[config.mk]
export PLATFORM = sky130hd
export DESIGN_NAME = adc_serial_port
export DESIGN_NICKNAME = d
export VERILOG_FILES = /design/src/rtl/adc_serial_pkg.sv /design/src/rtl/adc_sclk_div.sv /design/src/rtl/adc_edge_sync.sv /design/src/rtl/adc_serial_port.sv
export SDC_FILE = /design/constraint.sdc
export NUM_CORES = 1
export LEC_CHECK = 0
export ABC_AREA = 1
export BUFFER_PORTS_ARGS = -buffer_cell sky130_fd_sc_hd__buf_2
export CAP_MARGIN = 10
export CORE_UTILIZATION = 53
export DETAILED_ROUTE_END_ITERATION = 8
export GPL_TIMING_DRIVEN = 0
export HOLD_SLACK_MARGIN = 0.1
export MAX_ROUTING_LAYER = met4
export PLACE_DENSITY = 0.88
export SLEW_MARGIN = 10
export SYNTH_ARGS = -nofsm -noshare
export SYNTH_HDL_FRONTEND = slang
export SYNTH_HIERARCHICAL = 1
export SYNTH_SLANG_ARGS = --single-unit
export TNS_END_PERCENT = 50
[constraint.sdc]
create_clock -name clk_i -period 1.5 [get_ports clk_i]
set_input_delay 0.3 -clock clk_i [delete_from_list [all_inputs] [get_ports clk_i]]
set_output_delay 0.3 -clock clk_i [all_outputs]
set_load 0.005 [all_outputs]
[src/rtl/adc_serial_pkg.sv]
package adc_serial_pkg;
  typedef struct packed {
    logic       bin;
    logic       sync_inv;
    logic       sclk_inv;
    logic       ext;
    logic [1:0] div;
  } port_cfg_t;
endpackage

[src/rtl/adc_sclk_div.sv]
module adc_sclk_div #(
  parameter int BASE_DIV = 2,
  parameter int DIVW     = 2
) (
  input  logic            clk_i,
  input  logic            rst_ni,
  input  logic            run_i,
  input  logic [DIVW-1:0] div_i,
  output logic            sclk_o,
  output logic            fall_o
);
  localparam int MAXHALF = BASE_DIV << ((1 << DIVW) - 1);
  localparam int CNTW    = $clog2(MAXHALF + 1);

  logic [CNTW-1:0] cnt_q, half;
  logic            tc;

  assign half   = CNTW'(BASE_DIV) << div_i;
  assign tc     = (cnt_q == half - CNTW'(1));
  assign fall_o = run_i & tc & sclk_o;

  always_ff @(posedge clk_i or negedge rst_ni) begin
    if (!rst_ni) begin
      cnt_q  <= '0;
      sclk_o <= 1'b0;
    end else if (!run_i) begin
      cnt_q  <= '0;
      sclk_o <= 1'b0;
    end else if (tc) begin
      cnt_q  <= '0;
      sclk_o <= ~sclk_o;
    end else begin
      cnt_q <= cnt_q + CNTW'(1);
    end
  end
endmodule

[src/rtl/adc_edge_sync.sv]
module adc_edge_sync (
  input  logic clk_i,
  input  logic rst_ni,
  input  logic async_i,
  output logic rise_o,
  output logic fall_o
);
  logic [2:0] sh_q;

  always_ff @(posedge clk_i or negedge rst_ni) begin
    if (!rst_ni) sh_q <= '0;
    else         sh_q <= {sh_q[1:0], async_i};
  end

  assign rise_o = sh_q[1] & ~sh_q[2];
  assign fall_o = ~sh_q[1] & sh_q[2];
endmodule

[src/rtl/adc_serial_port.sv]
module adc_serial_port
  import adc_serial_pkg::*;
#(
  parameter int DW       = 18,
  parameter int BASE_DIV = 2,
  parameter int DIVW     = 2
) (
  input  logic            clk_i,
  input  logic            rst_ni,
  input  logic [DW-1:0]   word_i,
  input  logic            latch_i,
  input  logic            conv_start_i,
  input  logic            cfg_bin_i,
  input  logic            cfg_sync_inv_i,
  input  logic            cfg_sclk_inv_i,
  input  logic            cfg_ext_i,
  input  logic [DIVW-1:0] cfg_div_i,
  input  logic            cs_ni,
  input  logic            rd_ni,
  input  logic            sclk_i,
  input  logic            sdin_i,
  output logic            sclk_o,
  output logic            sync_o,
  output logic            sdout_o,
  output logic            sdout_en_o,
  output logic            rd_err_o
);
  localparam int CW = $clog2(DW + 1);

  port_cfg_t cfg;
  assign cfg = '{bin: cfg_bin_i, sync_inv: cfg_sync_inv_i, sclk_inv: cfg_sclk_inv_i,
                 ext: cfg_ext_i, div: cfg_div_i};

  logic          en, m_active_q, m_start, m_fall, m_sclk;
  logic          x_rise, x_fall, s_shift;
  logic [DW-1:0] word_q, fmt_new, fmt_old, sh_q;
  logic [CW-1:0] cnt_q;

  assign en      = ~cs_ni & ~rd_ni;
  assign fmt_new = {word_i[DW-1] ^ ~cfg.bin, word_i[DW-2:0]};
  assign fmt_old = {word_q[DW-1] ^ ~cfg.bin, word_q[DW-2:0]};

  // master read mode: sdin high = during conversion (previous word)
  assign m_start = ~cfg.ext & en & ~m_active_q & (sdin_i ? conv_start_i : latch_i);

  adc_sclk_div #(.BASE_DIV(BASE_DIV), .DIVW(DIVW)) u_div (
    .clk_i (clk_i),
    .rst_ni(rst_ni),
    .run_i (m_active_q),
    .div_i (cfg.div),
    .sclk_o(m_sclk),
    .fall_o(m_fall)
  );

  adc_edge_sync u_sync (
    .clk_i  (clk_i),
    .rst_ni (rst_ni),
    .async_i(sclk_i),
    .rise_o (x_rise),
    .fall_o (x_fall)
  );

  // chip select gates the external clock
  assign s_shift = cfg.ext & ~cs_ni & (cfg.sclk_inv ? x_fall : x_rise);

  always_ff @(posedge clk_i or negedge rst_ni) begin
    if (!rst_ni) word_q <= '0;
    else if (latch_i) word_q <= word_i;
  end

  always_ff @(posedge clk_i or negedge rst_ni) begin
    if (!rst_ni) begin
      sh_q       <= '0;
      cnt_q      <= '0;
      m_active_q <= 1'b0;
      rd_err_o   <= 1'b0;
    end else begin
      rd_err_o <= 1'b0;
      if (cfg.ext) begin
        m_active_q <= 1'b0;
        if (latch_i) begin
          sh_q     <= fmt_new;
          cnt_q    <= '0;
          rd_err_o <= (cnt_q != '0) && (cnt_q != CW'(DW));
        end else if (s_shift) begin
          sh_q <= {sh_q[DW-2:0], sdin_i};
          if (cnt_q != CW'(DW)) cnt_q <= cnt_q + CW'(1);
        end
      end else if (m_start) begin
        sh_q       <= sdin_i ? fmt_old : fmt_new;
        cnt_q      <= '0;
        m_active_q <= 1'b1;
      end else if (m_active_q && m_fall) begin
        sh_q  <= {sh_q[DW-2:0], 1'b0};
        cnt_q <= cnt_q + CW'(1);
        if (cnt_q == CW'(DW - 1)) m_active_q <= 1'b0;
      end
    end
  end

  assign sdout_en_o = en;
  assign sdout_o    = en & sh_q[DW-1];
  assign sync_o     = (m_active_q & en & ~cfg.ext) ^ cfg.sync_inv;
  assign sclk_o     = (m_sclk & en & ~cfg.ext) ^ cfg.sclk_inv;
endmodule

==> results of run 1 <==
[worst paths after layout]
| path | from | to | slack (ps) | depth (start not counted) |
|---|---|---|---|---|
| worst max-delay path | u_div/cnt_q[2]$_DFF_PN0_ | sh_q[5]$_DFFE_PN0P_ | -130 | 12 |
| worst min-delay path | word_i[14] | word_q[14]$_DFFE_PN0P_ | 220 | 3 |
| worst max register to register | u_div/cnt_q[2]$_DFF_PN0_ | sh_q[5]$_DFFE_PN0P_ | -130 | 12 |
| worst min register to register | u_sync/sh_q[0]$_DFF_PN0_ | u_sync/sh_q[1]$_DFF_PN0_ | 360 | 0 |
| max in group asynchronous | rst_ni | cnt_q[0]$_DFFE_PN0P_ | 450 | 2 |
| min in group asynchronous | rst_ni | word_q[12]$_DFFE_PN0P_ | 550 | 2 |
[per-stage QoR]
step | utilization | total power [mW] | instances
after floorplan | - | 2.24 | 474
after global placement | 0.613 | 2.45 | 581
after detailed placement | 0.613 | 2.49 | 581
after CTS | 0.651 | 3.33 | 603
after global routing | 0.664 | 3.59 | 607
final | 0.664 | 3.37 | 607
[sequential cells by signal, indices dropped and copies added (netlist names)]
register,cells
m_active_q,1
u_div/sclk_o,1
sh_q,18
rd_err_o,1
u_sync/sh_q,3
word_q,18
cnt_q,5
u_div/cnt_q,5
[power by group through the flow]
stage / Combinational [mW] / Sequential [mW] / Clock, mW
after detailed placement: 0.790 / 1.70 / 0
after global placement: 0.757 / 1.69 / 0
after CTS: 0.823 / 1.67 / 0.837
final: 0.864 / 1.67 / 0.828
after global routing: 0.980 / 1.69 / 0.915
after floorplan: 0.571 / 1.67 / 0
[cells in the mapped netlist]
cell type,count
nand4_1,1
nor2_2,2
nand2_4,1
dfrtp_1,52
o21bai_2,1
o21ai_0,54
inv_1,57
buf_1,2
ha_1,5
nor2_4,1
inv_2,4
inv_4,1
o21ai_1,4
clkbuf_1,11
buf_4,1
nor3_2,1
o21bai_1,10
nand3_2,1
nand2_1,204
buf_6,3
xor2_1,5
nand2_2,8
nand3_1,16
a22oi_1,1
buf_2,1
o211ai_1,1
nor2_1,21
xnor2_1,5
[critical path: stages (launching register included)]
cell and delay (ps):
dfrtp_1 410, nand2_1 80, nand2_1 70, nor2_2 120
nand3_2 80, nor3_2 120, nand2_1 100, nand2_2 110
nand2_4 110, inv_6 110, buf_6 120, nand2_1 60
nand2_1 60
[layer usage]
layer | wire [um] | vias up
met5 | 0 | -
met4 | 132 | 0
met3 | 522 | 12
met2 | 3930 | 124
met1 | 3300 | 1459
li1 | - | 1565
[logic make-up (layout without fill, tap and decap cells)]
family | count (synthesis) | in the layout | synth area share
compound gates | 71 | 71 | 0.122
xor+xnor | 10 | 10 | 0.0273
fa+ha+maj | 5 | 5 | 0.0195
buf+inv | 80 | 141 | 0.103
flops | 52 | 52 | 0.405
simple gates | 256 | 256 | 0.323
[layout make-up]
cell class,instances,area (sq um),share of cell area
Clock buffer,8,90.1,0.0239
Sequential cell,52,1300,0.346
Multi-Input combinational cell,342,1610,0.428
Buffer,18,100,0.0265
Tap cell,72,90.1,0.0239
Timing Repair Buffer,53,337,0.0893
Inverter,62,238,0.0630
[timing repair]
action	CTS	global route
pin swaps	11	15
gates cloned	1	0
gates resized for setup	8	15
buffers inserted	12	3
hold buffers	1	1
endpoints found under the hold margin	1	52
setup endpoints to repair	23	25
==> results.tsv, run 1 <==
stage	metric	value	unit
place	port bufs	35	
worst_setup_path	critical path type	flip-flop to flip-flop	
grt	Most Used Layer, Global Route	met2	
grt	met1 Use GR	0.319	
place	Placed Area	3480	sq um
clock_tree	Clock Sinks	52	
timing	final setup TNS	-1860	ps
pwr	Cell Int Power	2.28	mW
floorplanning	Die Area	6370	sq um
timing	Final period util	1.08	
timing	RSZ-0062 raised after global routing	yes	
routing	ANT nets after route	0	
pwr	clock share of power	0.246	
final_layout	ant diodes	0	
final_layout	layout filler cell count	479	
logic_synthesis	Synth Instances	474	
final_layout	design area	3770	sq um
worst_setup_path	CP Data Required Time	1740	ps
timing	Final WS setup	-126	ps
place	Routability Congestion	0.867	
hold_path	hold crit path type	input port to flip-flop	
floorplanning	# IOs	37	
routing	Residual DRC	0	
logic_synthesis	post-synthesis sequential area ratio	0.405	
pwr	P_sw	1.09	mW
worst_setup_path	Worst Path Arrival	1870	ps
routing	router iterations before antenna repair	5	
logic_synthesis	Synth top area share	0.405	
clock_tree	CTS Buffer Depth	2	
routing	via/cell ratio	5.21	
final_layout	fin nets	571	
logic_synthesis	flops & latches, synth	52	
routing	Iter 0 DRT Violations	272	
grt	vias in the first global route	2938	
pwr	Logic pwr share	0.257	
timing	Setup Skew	11.2	ps
logic_synthesis	Synth area leaders	dfrtp_1 (41%), nand2_1 (24%), o21ai_0 (8.4%), inv_1 (6.7%), nand3_1 (2.5%)	
pwr	LEAKAGE	2.03	nW
timing	Worst-Margin Slew	664	ps
logic_synthesis	distinct cell type count after synthesis	28	
floorplanning	Core ar.	5680	sq um
clock_tree	H-tree depth	2	
floorplanning	die height	79.8	um
final_layout	Area growth, synth to finish	17.5	%
grt	met2 GRT Util	0.457	
place	Placement Setup Slack	-280	ps
clock_tree	CTS tree	built	
routing	Avg WL per Cell	13.0	um
worst_setup_path	Setup crit end kind	flip-flop	
final_layout	most frequent cells in the layout	nand2_1 (194), inv_1 (57), o21ai_0 (54)	
timing	Final Hold Fails	0	
clock_tree	Clock Latency Late Sink	310	ps
floorplanning	Die Width	79.8	um
timing	Peak Freq	0.615	GHz
timing	Tmin final	1630	ps
flow_run	total of max-cap violations	0	
final_layout	share of layout cells above drive strength 1	0.181	
pwr	power per cell area	893	nW/um^2
timing	Final setup viols	20	
final_layout	most common cell after layout, fill and taps aside	nand2_1	
timing	Slew HR	0.557	
clock_tree	Root Driver	clkbuf_8	
grt	largest net degree at the start of global routing	53	
place	DP HPWL	5.26	mm
pwr	Flop pwr share	0.497	
floorplanning	FP Rows	27	
routing	vias	3160	
routing	total wire length	7.89	mm
worst_setup_path	CP startpoint kind	flip-flop	
grt	gr ovfl total	0	
floorplanning	Initial Utilization	0.565	
outcome	status	finished with violations	
clock_tree	CTS clock-pin slew for the worst setup and hold paths	90	ps
logic_synthesis	Synth area leader	dfrtp_1	
logic_synthesis	Synth Cell Area	3210	sq um
grt	initial antenna violation count	0	
pwr	Switching Share	0.323	
worst_setup_path	Crit Path Max Fanout	6	
grt	first-pass GRT wire length	12.8	mm
grt	GRT Util Overall	0.267	
grt	Global Route met3 Usage	0.0469	
logic_synthesis	syn_nets	511	
clock_tree	cts bufs inserted	5	
timing	worst hold slack	223	ps
outcome	failing checks	setup timing	
logic_synthesis	Syn Area/Cell	6.77	sq um
pwr	Peak VDD IR	0.404	mV
logic_synthesis	YS warnings	6	
timing	Slew Limit Fails	0	
No activity file was read; power rests on OpenSTA's default activity.
==> run 2, diff against run 1 <==
Settings changed: PLACE_DENSITY 0.88 to 0.81.
==> results.tsv, run 2 (synthesis gave the netlist of run 1 again) <==
stage	metric	value	unit	change
routing	Iter 0 DRT Violations	237		-13%
timing	Slew HR	0.553		-0.00451
worst_setup_path	Setup crit end kind	flip-flop		
routing	Residual DRC	0		unchanged
worst_setup_path	Crit Path Max Fanout	6		unchanged
timing	Worst-Margin Slew	671	ps	+6.76 ps
place	Placement Setup Slack	-261	ps	+18.6 ps
clock_tree	Clock Sinks	52		unchanged
final_layout	Area growth, synth to finish	16.7	%	
grt	vias in the first global route	2951		+0.44%
worst_setup_path	CP endpoint	sh_q[1]$_DFFE_PN0P_		
worst_setup_path	worst reg-to-reg path cell count	13		+1
final_layout	most frequent cells in the layout	nand2_1 (192), inv_1 (57), o21ai_0 (53)		
timing	Final Hold Fails	0		unchanged
pwr	power per cell area	907	nW/um^2	+1.6%
grt	first-pass GRT wire length	12.6	mm	-0.82%
worst_setup_path	r2r setup slk	-220	ps	-100 ps
timing	RSZ-0062 raised after global routing	yes		
final_layout	design area	3750	sq um	-0.66%
pwr	clock share of power	0.247		about the same
timing	final setup TNS	-3720	ps	-1870 ps
floorplanning	# IOs	37		unchanged
grt	largest net degree at the start of global routing	53		unchanged
final_layout	most common cell after layout, fill and taps aside	nand2_1		
final_layout	fin nets	566		-0.88%
worst_setup_path	Worst Path Arrival	1970	ps	+100 ps
routing	vias	3111		-1.6%
place	port bufs	35		unchanged
worst_setup_path	CP startpoint kind	flip-flop		
clock_tree	H-tree depth	2		unchanged
flow_run	total of max-cap violations	0		unchanged
routing	ANT nets after route	0		unchanged
timing	Tmin final	1720	ps	+96.1 ps
timing	Final WS setup	-222	ps	-96.1 ps
place	Placed Area	3480	sq um	unchanged
hold_path	hold crit path type	input port to flip-flop		
routing	router iterations before antenna repair	5		unchanged
routing	via/cell ratio	5.17		-0.73%
worst_setup_path	r2r endpoint	sh_q[1]$_DFFE_PN0P_		
pwr	P_sw	1.11	mW	+1.9%
pwr	LEAKAGE	2.02	nW	-0.56%
final_layout	largest registers	sh_q: 18 flops, word_q: 18 flops		
pwr	Peak VDD IR	0.549	mV	+36%
floorplanning	die height	79.8	um	unchanged
final_layout	share of layout cells above drive strength 1	0.172		-0.00961
grt	initial antenna violation count	0		unchanged
floorplanning	Die Width	79.8	um	unchanged
worst_setup_path	critical path type	flip-flop to flip-flop		
timing	Slew Limit Fails	0		unchanged
place	Routability Congestion	0.857		-1.1%
pwr	Cell Int Power	2.29	mW	+0.45%
final_layout	Final Util	0.660		-0.00441
place	DP HPWL	5.19	mm	-1.4%
floorplanning	FP Rows	27		unchanged
timing	Peak Freq	0.581	GHz	-5.6%
final_layout	ant diodes	0		unchanged
pwr	Logic pwr share	0.259		+0.002
clock_tree	Clock Latency Late Sink	310	ps	about the same
pwr	Switching Share	0.326		+0.00310
floorplanning	Initial Utilization	0.565		unchanged
timing	Final period util	1.15		+0.0641
clock_tree	CTS Buffer Depth	2		unchanged
floorplanning	Core ar.	5680	sq um	unchanged
grt	GRT Util Overall	0.263		-0.00496
grt	gr ovfl total	0		unchanged
clock_tree	CTS tree	built		
routing	total wire length	7.96	mm	+0.94%
worst_setup_path	CP Data Required Time	1750	ps	about the same
final_layout	layout filler cell count	482		+0.63%
outcome	failing checks	setup timing		
routing	Avg WL per Cell	13.2	um	+1.8%
floorplanning	Die Area	6370	sq um	unchanged
clock_tree	CTS clock-pin slew for the worst setup and hold paths	100	ps	about the same
clock_tree	cts bufs inserted	5		unchanged
timing	worst hold slack	218	ps	-5.40 ps
timing	Final setup viols	23		+15%
worst_setup_path	Critical path origin	u_div/cnt_q[2]$_DFF_PN0_		
outcome	status	finished with violations		
hold_path	hold path depth	3		unchanged
pwr	Flop pwr share	0.493		-0.004
clock_tree	Root Driver	clkbuf_8		
worst_setup_path	FF-to-FF Start	u_div/cnt_q[2]$_DFF_PN0_		
timing	Setup Skew	11.3	ps	+0.0779 ps
[run 2: changes by cell type in the layout (fill, tap and decap cells not counted), moves of 2 or more]
cell | before | now
nand2_1 | 194 | 192
nand3_2 | 3 | 1
nand2_2 | 18 | 20
buf_6 | 9 | 6
buf_4 | 12 | 8
nand3_1 | 14 | 16
[run 2: final cells by class]
| type | count | area (sq um) | share of cell area |
|---|---|---|---|
| Tap cell | 72 | 90.1 | 0.0240 |
| Multi-Input combinational cell | 342 | 1610 | 0.431 |
| Clock buffer | 8 | 90.1 | 0.0240 |
| Sequential cell | 52 | 1300 | 0.348 |
| Inverter | 62 | 238 | 0.0635 |
| Timing Repair Buffer | 48 | 309 | 0.0825 |
| Buffer | 18 | 104 | 0.0277 |
[run 2: per-layer routing]
layer | share of wire | vias to the layer above | GRT usage
met5 | 0 | - | -
met2 | 0.50 | 115 | 0.455
met4 | 0.014 | 0 | 0.0946
met3 | 0.065 | 12 | 0.0354
li1 | - | 1558 | -
met1 | 0.42 | 1426 | 0.312
[run 2: worst min-delay path by stage]
| stage | end | start | slack [ps] |
|---|---|---|---|
| final | word_q[11]$_DFFE_PN0P_ | word_i[11] | 220 |
| after global routing | word_q[11]$_DFFE_PN0P_ | word_i[11] | 240 |
| after floorplan | cnt_q[0]$_DFFE_PN0P_ | rst_ni | 4 |
| after global placement | u_sync/sh_q[1]$_DFF_PN0_ | u_sync/sh_q[0]$_DFF_PN0_ | 330 |
| after CTS | word_q[11]$_DFFE_PN0P_ | word_i[11] | 220 |
| after detailed placement | u_sync/sh_q[1]$_DFF_PN0_ | u_sync/sh_q[0]$_DFF_PN0_ | 340 |
[run 2: power by group through the flow]
stage          clock (mW)  sequential, mW  combinational (mW)
2_1_floorplan           0            1.67               0.571
3_3_place_gp            0            1.69               0.764
3_5_place_dp            0            1.70               0.790
4_1_cts             0.849            1.67               0.816
5_1_grt             0.898            1.69                1.00
6_report            0.839            1.68               0.881
[run 2: what timing repair did]
item / in CTS / in global routing
cloned: 0 / 1
setup endpoints to repair: 23 / 25
pin swaps: 4 / 14
hold buffers: 1 / 1
gates resized for setup: 3 / 18
buffers inserted: 7 / 3
hold endpoints to repair: 1 / 52
[run 2: per-stage QoR]
stage,std cells,total power [mW]
after floorplan,474,2.24
after global placement,581,2.45
after detailed placement,581,2.49
after CTS,597,3.34
after global routing,602,3.59
final,602,3.40
[run 2: critical path, cell delays in order, from the launching register on]
cell	delay, ps
dfrtp_1	420
inv_2	50
nand2_2	70
nand2_2	70
nor2_4	120
nand3_2	110
nor3_2	150
nand2_1	100
nand2_2	110
nand2_4	110
inv_6	110
buf_4	120
nand2_1	70
nand2_1	60
==> run 3, diff against run 2 <==
Settings changed: CORE_UTILIZATION 53 to 50, PLACE_DENSITY 0.81 to 0.78.
==> results.tsv, run 3 (synthesis gave the netlist of run 1 again) <==
stage	metric	value	unit	change
outcome	status	finished with violations		
outcome	failing checks	setup timing		
final_layout	share of layout cells above drive strength 1	0.173		+0.00123
hold_path	hold crit path type	input port to flip-flop		
worst_setup_path	CP startpoint kind	flip-flop		
timing	Final WS setup	-156	ps	+66.0 ps
clock_tree	Clock Sinks	52		unchanged
timing	Slew Limit Fails	0		unchanged
worst_setup_path	CP Data Required Time	1750	ps	about the same
worst_setup_path	worst reg-to-reg path cell count	13		unchanged
final_layout	Area growth, synth to finish	17.1	%	
floorplanning	Initial Utilization	0.530		-0.0360
worst_setup_path	CP max-delay cell	dfrtp_1		
floorplanning	Die Area	6740	sq um	+5.8%
flow_run	total of max-cap violations	0		unchanged
grt	first-pass GRT wire length	12.9	mm	+1.9%
floorplanning	die height	82.1	um	+2.9%
timing	Peak Freq	0.604	GHz	+4.0%
clock_tree	Clock Latency Late Sink	310	ps	about the same
routing	Top Layer Used	met4		
grt	gr ovfl total	0		unchanged
routing	Detail Route met2 WL	3.77	mm	-5.5%
timing	final setup TNS	-2610	ps	+1110 ps
routing	via/cell ratio	5.12		-1.0%
place	Placed Area	3480	sq um	+0.11%
hold_path	Endpoint, Worst Hold	word_q[10]$_DFFE_PN0P_		
worst_setup_path	CP cell instances	inv_2, nand2_2, nand2_2, nor2_4, nand3_2, nor3_2, nand2_1, nand2_2, nand2_4, inv_6, clkbuf_16, nand2_2, nand2_1		
worst_setup_path	r2r setup slk	-160	ps	+70 ps
timing	Final Hold Fails	0		unchanged
routing	vias	3105		-0.19%
grt	initial antenna violation count	0		unchanged
routing	WL met1	3.57	mm	+6.5%
grt	largest net degree at the start of global routing	53		unchanged
place	port bufs	35		unchanged
routing	ANT nets after route	0		unchanged
pwr	Tot Pwr	3.36	mW	-0.97%
worst_setup_path	slowest stage delay, CP	420	ps	about the same
routing	total wire length	7.88	mm	-1.0%
worst_setup_path	Worst Path Arrival	1910	ps	-60 ps
grt	GRT Util Overall	0.259		-0.00339
timing	Tmin final	1660	ps	-66.0 ps
final_layout	most frequent cells in the layout	nand2_1 (195), inv_1 (57), o21ai_0 (53)		
routing	Iter 0 DRT Violations	201		-15%
worst_setup_path	Most Frequent Cell on Critical Path	nand2_2		
floorplanning	Core ar.	6060	sq um	+6.8%
pwr	power per cell area	895	nW/um^2	-1.3%
timing	Worst-Margin Slew	655	ps	-16.0 ps
place	Placement Setup Slack	-286	ps	-25.0 ps
floorplanning	# IOs	37		unchanged
clock_tree	CTS clock-pin slew for the worst setup and hold paths	90	ps	about the same
clock_tree	CTS tree	built		
worst_setup_path	critical path type	flip-flop to flip-flop		
final_layout	most common cell after layout, fill and taps aside	nand2_1		
grt	vias in the first global route	2884		-2.3%
final_layout	ant diodes	0		unchanged
routing	router iterations before antenna repair	4		-1
timing	Final setup viols	24		+4.3%
hold_path	hold path depth	3		unchanged
timing	Setup Skew	2.52	ps	-8.73 ps
worst_setup_path	FF-to-FF Start	u_div/cnt_q[2]$_DFF_PN0_		
hold_path	HP Start	word_i[10]		
place	DP HPWL	5.23	mm	+0.81%
timing	Final period util	1.10		-0.0440
routing	met3 WL post-DR	405	um	-22%
floorplanning	FP Rows	28		+3.7%
final_layout	largest registers	sh_q: 18 flops, word_q: 18 flops		
final_layout	design area	3760	sq um	+0.33%
place	Routability Congestion	0.797		-7.0%
clock_tree	CTS Buffer Depth	2		unchanged
pwr	Peak VDD IR	0.460	mV	-16%
pwr	LEAKAGE	2.04	nW	+1.0%
timing	Slew HR	0.563		+0.0107
worst_setup_path	CP delay by family, top	simple AND/OR/NAND/NOR gates		
clock_tree	cts bufs inserted	5		unchanged
worst_setup_path	Setup crit end kind	flip-flop		
worst_setup_path	Buf/Inv on CP	3		unchanged
worst_setup_path	r2r endpoint	sh_q[8]$_DFFE_PN0P_		
routing	Avg WL per Cell	13.0	um	-1.8%
timing	worst hold slack	230	ps	+12.5 ps
clock_tree	Root Driver	clkbuf_8		
floorplanning	Die Width	82.1	um	+2.9%
timing	RSZ-0062 raised after global routing	yes		
clock_tree	H-tree depth	2		unchanged
routing	Residual DRC	0		unchanged
worst_setup_path	Crit Path Max Fanout	6		unchanged
final_layout	fin nets	568		+0.35%
-- run 3: worst reg2reg max path, cell delays in order (launching register included) --
cell,delay (ps)
dfrtp_1,420
inv_2,60
nand2_2,70
nand2_2,60
nor2_4,110
nand3_2,90
nor3_2,110
nand2_1,110
nand2_2,110
nand2_4,100
inv_6,100
clkbuf_16,160
nand2_2,50
nand2_1,60
-- run 3: worst max-delay path by stage --
stage | startpoint | to | slack, ps | cells past startpoint
after floorplan | u_div/cnt_q[2]$_DFF_PN0_ | sh_q[10]$_DFFE_PN0P_ | 6 | 12
after global placement | cfg_div_i[1] | sh_q[4]$_DFFE_PN0P_ | -260 | 14
after detailed placement | cfg_div_i[1] | sh_q[4]$_DFFE_PN0P_ | -290 | 14
after CTS | u_div/cnt_q[2]$_DFF_PN0_ | sh_q[4]$_DFFE_PN0P_ | -120 | 12
after global routing | u_div/cnt_q[2]$_DFF_PN0_ | sh_q[3]$_DFFE_PN0P_ | -270 | 13
final | u_div/cnt_q[2]$_DFF_PN0_ | sh_q[8]$_DFFE_PN0P_ | -160 | 13
-- run 3: power breakdown --
| part | total [mW] | switching, mW | internal, mW |
|---|---|---|---|
| registers | 1.67 | 0.104 | 1.57 |
| clock network | 0.832 | 0.463 | 0.369 |
| logic | 0.859 | 0.527 | 0.332 |
| total | 3.36 | 1.09 | 2.27 |
-- run 3: what timing repair did --
| item | in CTS | in global routing |
|---|---|---|
| resized for setup | 5 | 12 |
| hold buffers | 1 | 1 |
| endpoints found under the setup margin | 23 | 26 |
| endpoints found under the hold margin | 1 | 52 |
| gates cloned | 0 | 1 |
| buffers inserted | 11 | 1 |
| pin swaps | 7 | 9 |
-- run 3: metal layers --
layer | GRT usage | vias to the layer above
met1 | 0.322 | 1433
met4 | 0.118 | 0
met5 | - | -
met3 | 0.0407 | 18
met2 | 0.417 | 87
li1 | - | 1567
-- run 3: cell type report --
class	count	area, sq um
flip-flops and latches	52	1300
fillers	539	2300
clock inverters	2	10.0
inverters	62	238
clock buffers	6	82.6
multi-input cells	342	1620
well taps	75	93.8
plain buffers	18	104
repair buffers	50	313
-- run 3: metrics by stage --
step | util | std cells
finish | 0.620 | 607
global route | 0.620 | 607
CTS | 0.607 | 604
detailed placement | 0.575 | 584
global placement | 0.575 | 584
floorplan | - | 474
